===== src/rtl/irqr_pkg.sv =====
package irqr_pkg;

  localparam int OFS_ENA_SET = 0;
  localparam int OFS_ENA_CLR = 1;
  localparam int OFS_PEND    = 2;
  localparam int OFS_RAW     = 3;
  localparam int OFS_ROUTE   = 4;
  localparam int OFS_POL     = 5;
  localparam int OFS_SEL     = 6;
  localparam int OFS_TEST    = 7;

  typedef enum logic [3:0] {
    RID_ENA_SET,
    RID_ENA_CLR,
    RID_PEND,
    RID_RAW,
    RID_ROUTE,
    RID_POL,
    RID_SEL,
    RID_TEST,
    RID_NONE
  } rid_e;

  function automatic rid_e decode_rid(input logic [31:0] a);
    case (a)
      OFS_ENA_SET: return RID_ENA_SET;
      OFS_ENA_CLR: return RID_ENA_CLR;
      OFS_PEND:    return RID_PEND;
      OFS_RAW:     return RID_RAW;
      OFS_ROUTE:   return RID_ROUTE;
      OFS_POL:     return RID_POL;
      OFS_SEL:     return RID_SEL;
      OFS_TEST:    return RID_TEST;
      default:     return RID_NONE;
    endcase
  endfunction

endpackage


===== src/rtl/irqr_sync.sv =====
module irqr_sync #(
  parameter int W      = 10,
  parameter int STAGES = 2
) (
  input  logic         clk,
  input  logic         rst,
  input  logic [W-1:0] d,
  output logic [W-1:0] q
);

  logic [W-1:0] stg [STAGES];

  for (genvar s = 0; s < STAGES; s++) begin : g_stage
    if (s == 0) begin : g_first
      always_ff @(posedge clk) begin
        if (rst) stg[0] <= '0;
        else     stg[0] <= d;
      end
    end else begin : g_next
      always_ff @(posedge clk) begin
        if (rst) stg[s] <= '0;
        else     stg[s] <= stg[s-1];
      end
    end
  end

  assign q = stg[STAGES-1];

endmodule


===== src/rtl/irqr_regs.sv =====
module irqr_regs
  import irqr_pkg::*;
#(
  parameter int             N      = 10,
  parameter int             ADDR_W = 4,
  parameter logic [N-1:0]   LOWCAP = N'(20)
) (
  input  logic              clk,
  input  logic              rst,
  input  logic [ADDR_W-1:0] addr,
  input  logic [N-1:0]      wr_data,
  input  logic              wr_en,
  input  logic              rd_en,
  input  logic [N-1:0]      raw_i,
  input  logic [N-1:0]      pend_i,
  output logic [N-1:0]      rd_data,
  output logic [N-1:0]      mask_o,
  output logic [N-1:0]      route_o,
  output logic [N-1:0]      pol_o,
  output logic              sel_o,
  output logic [N-1:0]      test_o
);

  rid_e         rid;
  logic [N-1:0] rd_next;

  assign rid = decode_rid(32'(addr));

  always_ff @(posedge clk) begin
    if (rst) begin
      mask_o  <= '0;
      route_o <= '0;
      pol_o   <= '0;
      sel_o   <= 1'b0;
      test_o  <= '0;
    end else if (wr_en) begin
      case (rid)
        RID_ENA_SET: mask_o  <= mask_o | wr_data;
        RID_ENA_CLR: mask_o  <= mask_o & ~wr_data;
        RID_ROUTE:   route_o <= wr_data;
        RID_POL:     pol_o   <= wr_data & LOWCAP;
        RID_SEL:     sel_o   <= wr_data[0];
        RID_TEST:    test_o  <= wr_data;
        default:     ;
      endcase
    end
  end

  always_comb begin
    rd_next = '0;
    case (rid)
      RID_ENA_SET: rd_next    = mask_o;
      RID_PEND:    rd_next    = pend_i;
      RID_RAW:     rd_next    = raw_i;
      RID_ROUTE:   rd_next    = route_o;
      RID_POL:     rd_next    = pol_o;
      RID_SEL:     rd_next[0] = sel_o;
      RID_TEST:    rd_next    = test_o;
      default:     rd_next    = '0;
    endcase
  end

  always_ff @(posedge clk) begin
    if (rst)        rd_data <= '0;
    else if (rd_en) rd_data <= rd_next;
  end

endmodule


===== src/rtl/irqr_cond.sv =====
module irqr_cond #(
  parameter int           N      = 10,
  parameter logic [N-1:0] LOWCAP = N'(20)
) (
  input  logic         clk,
  input  logic         rst,
  input  logic [N-1:0] sync_i,
  input  logic [N-1:0] pol_i,
  input  logic         sel_i,
  input  logic [N-1:0] test_i,
  input  logic [N-1:0] mask_i,
  input  logic [N-1:0] route_i,
  output logic [N-1:0] raw_o,
  output logic [N-1:0] pend_o,
  output logic         irq_o,
  output logic         fiq_o
);

  logic [N-1:0] level;

  for (genvar i = 0; i < N; i++) begin : g_line
    if (LOWCAP[i]) begin : g_inv
      assign level[i] = sync_i[i] ^ pol_i[i];
    end else begin : g_pass
      assign level[i] = sync_i[i] | (pol_i[i] & 1'b0);
    end
  end

  assign raw_o  = sel_i ? test_i : level;
  assign pend_o = raw_o & mask_i;

  always_ff @(posedge clk) begin
    if (rst) begin
      irq_o <= 1'b0;
      fiq_o <= 1'b0;
    end else begin
      irq_o <= |(pend_o & ~route_i);
      fiq_o <= |(pend_o & route_i);
    end
  end

endmodule


===== src/rtl/irq_router.sv =====
module irq_router #(
  parameter int                   NUM_SRC     = 10,
  parameter int                   ADDR_W      = 4,
  parameter int                   SYNC_STAGES = 2,
  parameter logic [NUM_SRC-1:0]   LOWCAP_MASK = NUM_SRC'(20)
) (
  input  logic               clk,
  input  logic               rst,
  input  logic [ADDR_W-1:0]  addr,
  input  logic [NUM_SRC-1:0] wr_data,
  input  logic               wr_en,
  input  logic               rd_en,
  output logic [NUM_SRC-1:0] rd_data,
  input  logic [NUM_SRC-1:0] src_in,
  output logic               irq_o,
  output logic               fiq_o
);

  logic [NUM_SRC-1:0] sync_q;
  logic [NUM_SRC-1:0] raw;
  logic [NUM_SRC-1:0] pend;
  logic [NUM_SRC-1:0] mask_q;
  logic [NUM_SRC-1:0] route_q;
  logic [NUM_SRC-1:0] pol_q;
  logic [NUM_SRC-1:0] test_q;
  logic               sel_q;

  irqr_sync #(.W(NUM_SRC), .STAGES(SYNC_STAGES)) u_sync (
    .clk (clk),
    .rst (rst),
    .d   (src_in),
    .q   (sync_q)
  );

  irqr_regs #(.N(NUM_SRC), .ADDR_W(ADDR_W), .LOWCAP(LOWCAP_MASK)) u_regs (
    .clk     (clk),
    .rst     (rst),
    .addr    (addr),
    .wr_data (wr_data),
    .wr_en   (wr_en),
    .rd_en   (rd_en),
    .raw_i   (raw),
    .pend_i  (pend),
    .rd_data (rd_data),
    .mask_o  (mask_q),
    .route_o (route_q),
    .pol_o   (pol_q),
    .sel_o   (sel_q),
    .test_o  (test_q)
  );

  irqr_cond #(.N(NUM_SRC), .LOWCAP(LOWCAP_MASK)) u_cond (
    .clk     (clk),
    .rst     (rst),
    .sync_i  (sync_q),
    .pol_i   (pol_q),
    .sel_i   (sel_q),
    .test_i  (test_q),
    .mask_i  (mask_q),
    .route_i (route_q),
    .raw_o   (raw),
    .pend_o  (pend),
    .irq_o   (irq_o),
    .fiq_o   (fiq_o)
  );

endmodule


===== config.mk =====
export PLATFORM = sky130hd
export DESIGN_NAME = irq_router
export DESIGN_NICKNAME = d
export VERILOG_FILES = /design/src/rtl/irqr_pkg.sv /design/src/rtl/irqr_sync.sv /design/src/rtl/irqr_regs.sv /design/src/rtl/irqr_cond.sv /design/src/rtl/irq_router.sv
export SDC_FILE = /design/constraint.sdc
export NUM_CORES = 1
export LEC_CHECK = 0
export BUFFER_PORTS_ARGS = -buffer_cell sky130_fd_sc_hd__buf_2
export CELL_PAD_IN_SITES_DETAIL_PLACEMENT = 0
export CELL_PAD_IN_SITES_GLOBAL_PLACEMENT = 1
export CORE_MARGIN = 2
export CORE_UTILIZATION = 40
export CTS_CLUSTER_SIZE = 16
export DETAILED_ROUTE_END_ITERATION = 8
export PLACE_DENSITY = 0.71
export SYNTH_ARGS = -nofsm -noshare
export SYNTH_HDL_FRONTEND = slang
export SYNTH_SLANG_ARGS = --single-unit
export TNS_END_PERCENT = 10

===== constraint.sdc =====
create_clock -name clk -period 1.92 [get_ports clk]
set_input_delay 0.288 -clock clk [delete_from_list [all_inputs] [get_ports clk]]
set_output_delay 0.288 -clock clk [all_outputs]
set_load 0.005 [all_outputs]

==> run metrics <==
worst min path class=in -> reg; min cycle time layout=about 1.6 ns; area leader, netlist=dfxtp_1; post-route ant nets=0; Worst VDD drop=304 uV; clock transition at the registers of the reported paths=~0.080 ns; max-slew violations=0; Worst path slowest cell=dfxtp_2; Synth Instances=349; die height=90.4 um; largest net degree at the start of global routing=between 50 and 60; Slew HR=69.1%; boundary pin count=40; Final Cell Area=approximately 3500 sq um; hpwl dp=~5500 um; EDFF count, synth=0; htree depth=3; Initial Util=between 40 and 50%; Place WS=0.102 ns; Pre-antenna DRT Iters=4; antenna cell count=0; arrival time at the worst endpoint=1.86 ns; post-synthesis cell type count=between 40 and 50; critical-path maximum fanout=22; clk sinks=65; fin worst setup slack=0.318 ns; Crit path depth=4; CTS tree=done; Synth Net Count=377; Port Buf Inserts=39; core area=a little over 7000 sq um; f_max=~620 MHz; RSZ-0062 raised after global routing=no; worst-skew pair later-pin latency=between 0.3 and 0.4 ns; Die Wd=~90 um; fillers=748; layout cells sized above 1=21.4%; Leakage=1.22 nW; yosys warns=0; Post-synth top cells=dfxtp_1 (65), nand2_1 (46), a21oi_1 (40), nand3_1 (23), o21ai_0 (23); routability cong.=0.830; CTS root buffer=clkbuf_8; area delta synth->final=17.4%; initial antenna violation count=0; vias in the first global route=approximately 2300; Synth area leaders=dfxtp_1 (44%), a21oi_1 (6.7%), nand2_1 (5.8%), a311oi_1 (5.0%), nor2b_1 (4.6%); Least-Margin Pin Slew=0.461 ns; critical path's top delay family=flip-flops; top-area cell type share of the netlist area=between 40% and 50%; GRT Util Overall=19.8%; Worst Setup Start Kind=flop; drc violations=0; cell area after synthesis=2990 sq um; DR vias/cell=5.26; post-route total power=between 2 and 3 mW; Max Root-Sink Buffers=2; nets=between 400 and 500; setup TNS=0 ns; Initial DRC Count=216; first-pass GRT wire length=12700 um; Mapped Avg Cell Area=8.56 sq um; kind of critical path=reg -> reg; required time worst endpoint=2.18 ns; part of the cycle the worst path needs=83.4%; Worst setup EP type=flop; Yosys reg bits=65; number of buffers created by CTS=9; Post-DP Area=3280 sq um; Overflow after GRT=0; hold path cells=2; via count=2585; hold_buf cts=0; drt wl/cell=15.7 um; worst reg2reg path depth=4; count leader, synth=dfxtp_1; crit-path cells=nor2_2 -> nor3_2 -> a221oi_1 -> a311oi_1; max cap viols=0; status=finished clean; routed wire length=7710 um; final setup fails=0; register area share after synthesis=43.6%; site row count=31; die area=a little over 8000 sq um; WP buf/inv=0; top_reg_cell synth=dfxtp_1; Worst path max stage delay=around 0.6 ns; Final Skew=0.00731 ns; multi-input logic area=1530 sq um; pwr dens=around 850 nW/um^2; FF/Latch Area=1300 sq um; Async S/R FF share, synth=0%; Final Hold Fails=0
[layout make-up]
| cell class | instances | area share (%) |
|---|---|---|
| multi-input cells | 250 | 43.5 |
| flip-flops and latches | 65 | 37.2 |
| repair buffers | 49 | 8.07 |
| clock buffers | 9 | 3.53 |
| well taps | 99 | 3.53 |
| clock inverters | 7 | 2.89 |
| inverters | 12 | 1.28 |
[what timing repair did]
action	4_1_cts	5_1_grt
setup endpoints to repair	0	10
resized for setup	0	1
hold endpoints to repair	0	0
buffers inserted	0	0
[cell usage in the layout, fill, tap and decap left out, types with 3 or more instances in the layout]
cell	synthesis	routed
dfxtp_1	65	64
nand2_1	46	46
a21oi_1	40	40
buf_2	2	39
o21ai_0	23	23
nand3_1	23	23
nor2b_1	22	22
a311oi_1	17	17
inv_1	12	12
nor2_1	11	11
clkbuf_8	0	9
buf_4	3	9
mux2_2	8	8
mux2i_1	6	6
a221oi_1	6	6
nor3_2	3	4
nand3b_1	4	4
nand2b_1	3	3
a41oi_1	3	3
nand4_1	3	3
[worst reg2reg max path: cells and delay by family (launching register included)]
family | cells | cell delay (ns)
AOI/OAI and AO/OA | 2 | 0.46
and+or+nand+nor | 2 | 0.45
DFF | 1 | 0.60
[kinds of logic (layout without fill, tap and decap cells)]
| logic type | Yosys count | count (layout) | share of synthesized area [%] |
|---|---|---|---|
| simple gates | 131 | 131 | 23.3 |
| compound gates | 103 | 103 | 22.1 |
| flops | 65 | 65 | 43.6 |
| buf+inv | 34 | 77 | 5.49 |
| mux | 14 | 14 | 5.03 |
| xor+xnor | 2 | 2 | 0.587 |
[routing by layer]
metal  routed length, um  vias up  GRT usage, %
li1                    -     1345             -
met1                4190     1176          30.3
met2                3100       60          26.0
met3                 372        4          4.51
met4                  54        0          8.85
met5                   0        -             0
[metrics by stage]
| step | cells | utilization (%) | hold WS (ns) |
|---|---|---|---|
| floorplan | 349 | - | 0.398 |
| global placement | 475 | 45.2 | 0.417 |
| detailed placement | 475 | 45.2 | 0.424 |
| CTS | 491 | 48.3 | 0.130 |
| global route | 491 | 48.3 | 0.138 |
| finish | 491 | 48.3 | 0.144 |
[power by group]
part	internal, mW	switching, mW	leakage, nW	total [mW]
clock	0.741	0.572	0.106	1.31
combinational	0.0948	0.144	0.581	0.239
sequential	1.39	0.0261	0.531	1.41
[final timing paths]
kind                    startpoint                end  slack [ns]
setup / recovery      u_regs.sel_o  u_regs.rd_data[7]        0.32
hold / removal           src_in[5]   u_sync.stg[0][5]        0.14
setup reg to reg      u_regs.sel_o  u_regs.rd_data[7]        0.32
hold reg to reg   u_sync.stg[0][7]   u_sync.stg[1][7]        0.45
(Power assumes the default switching activity.)
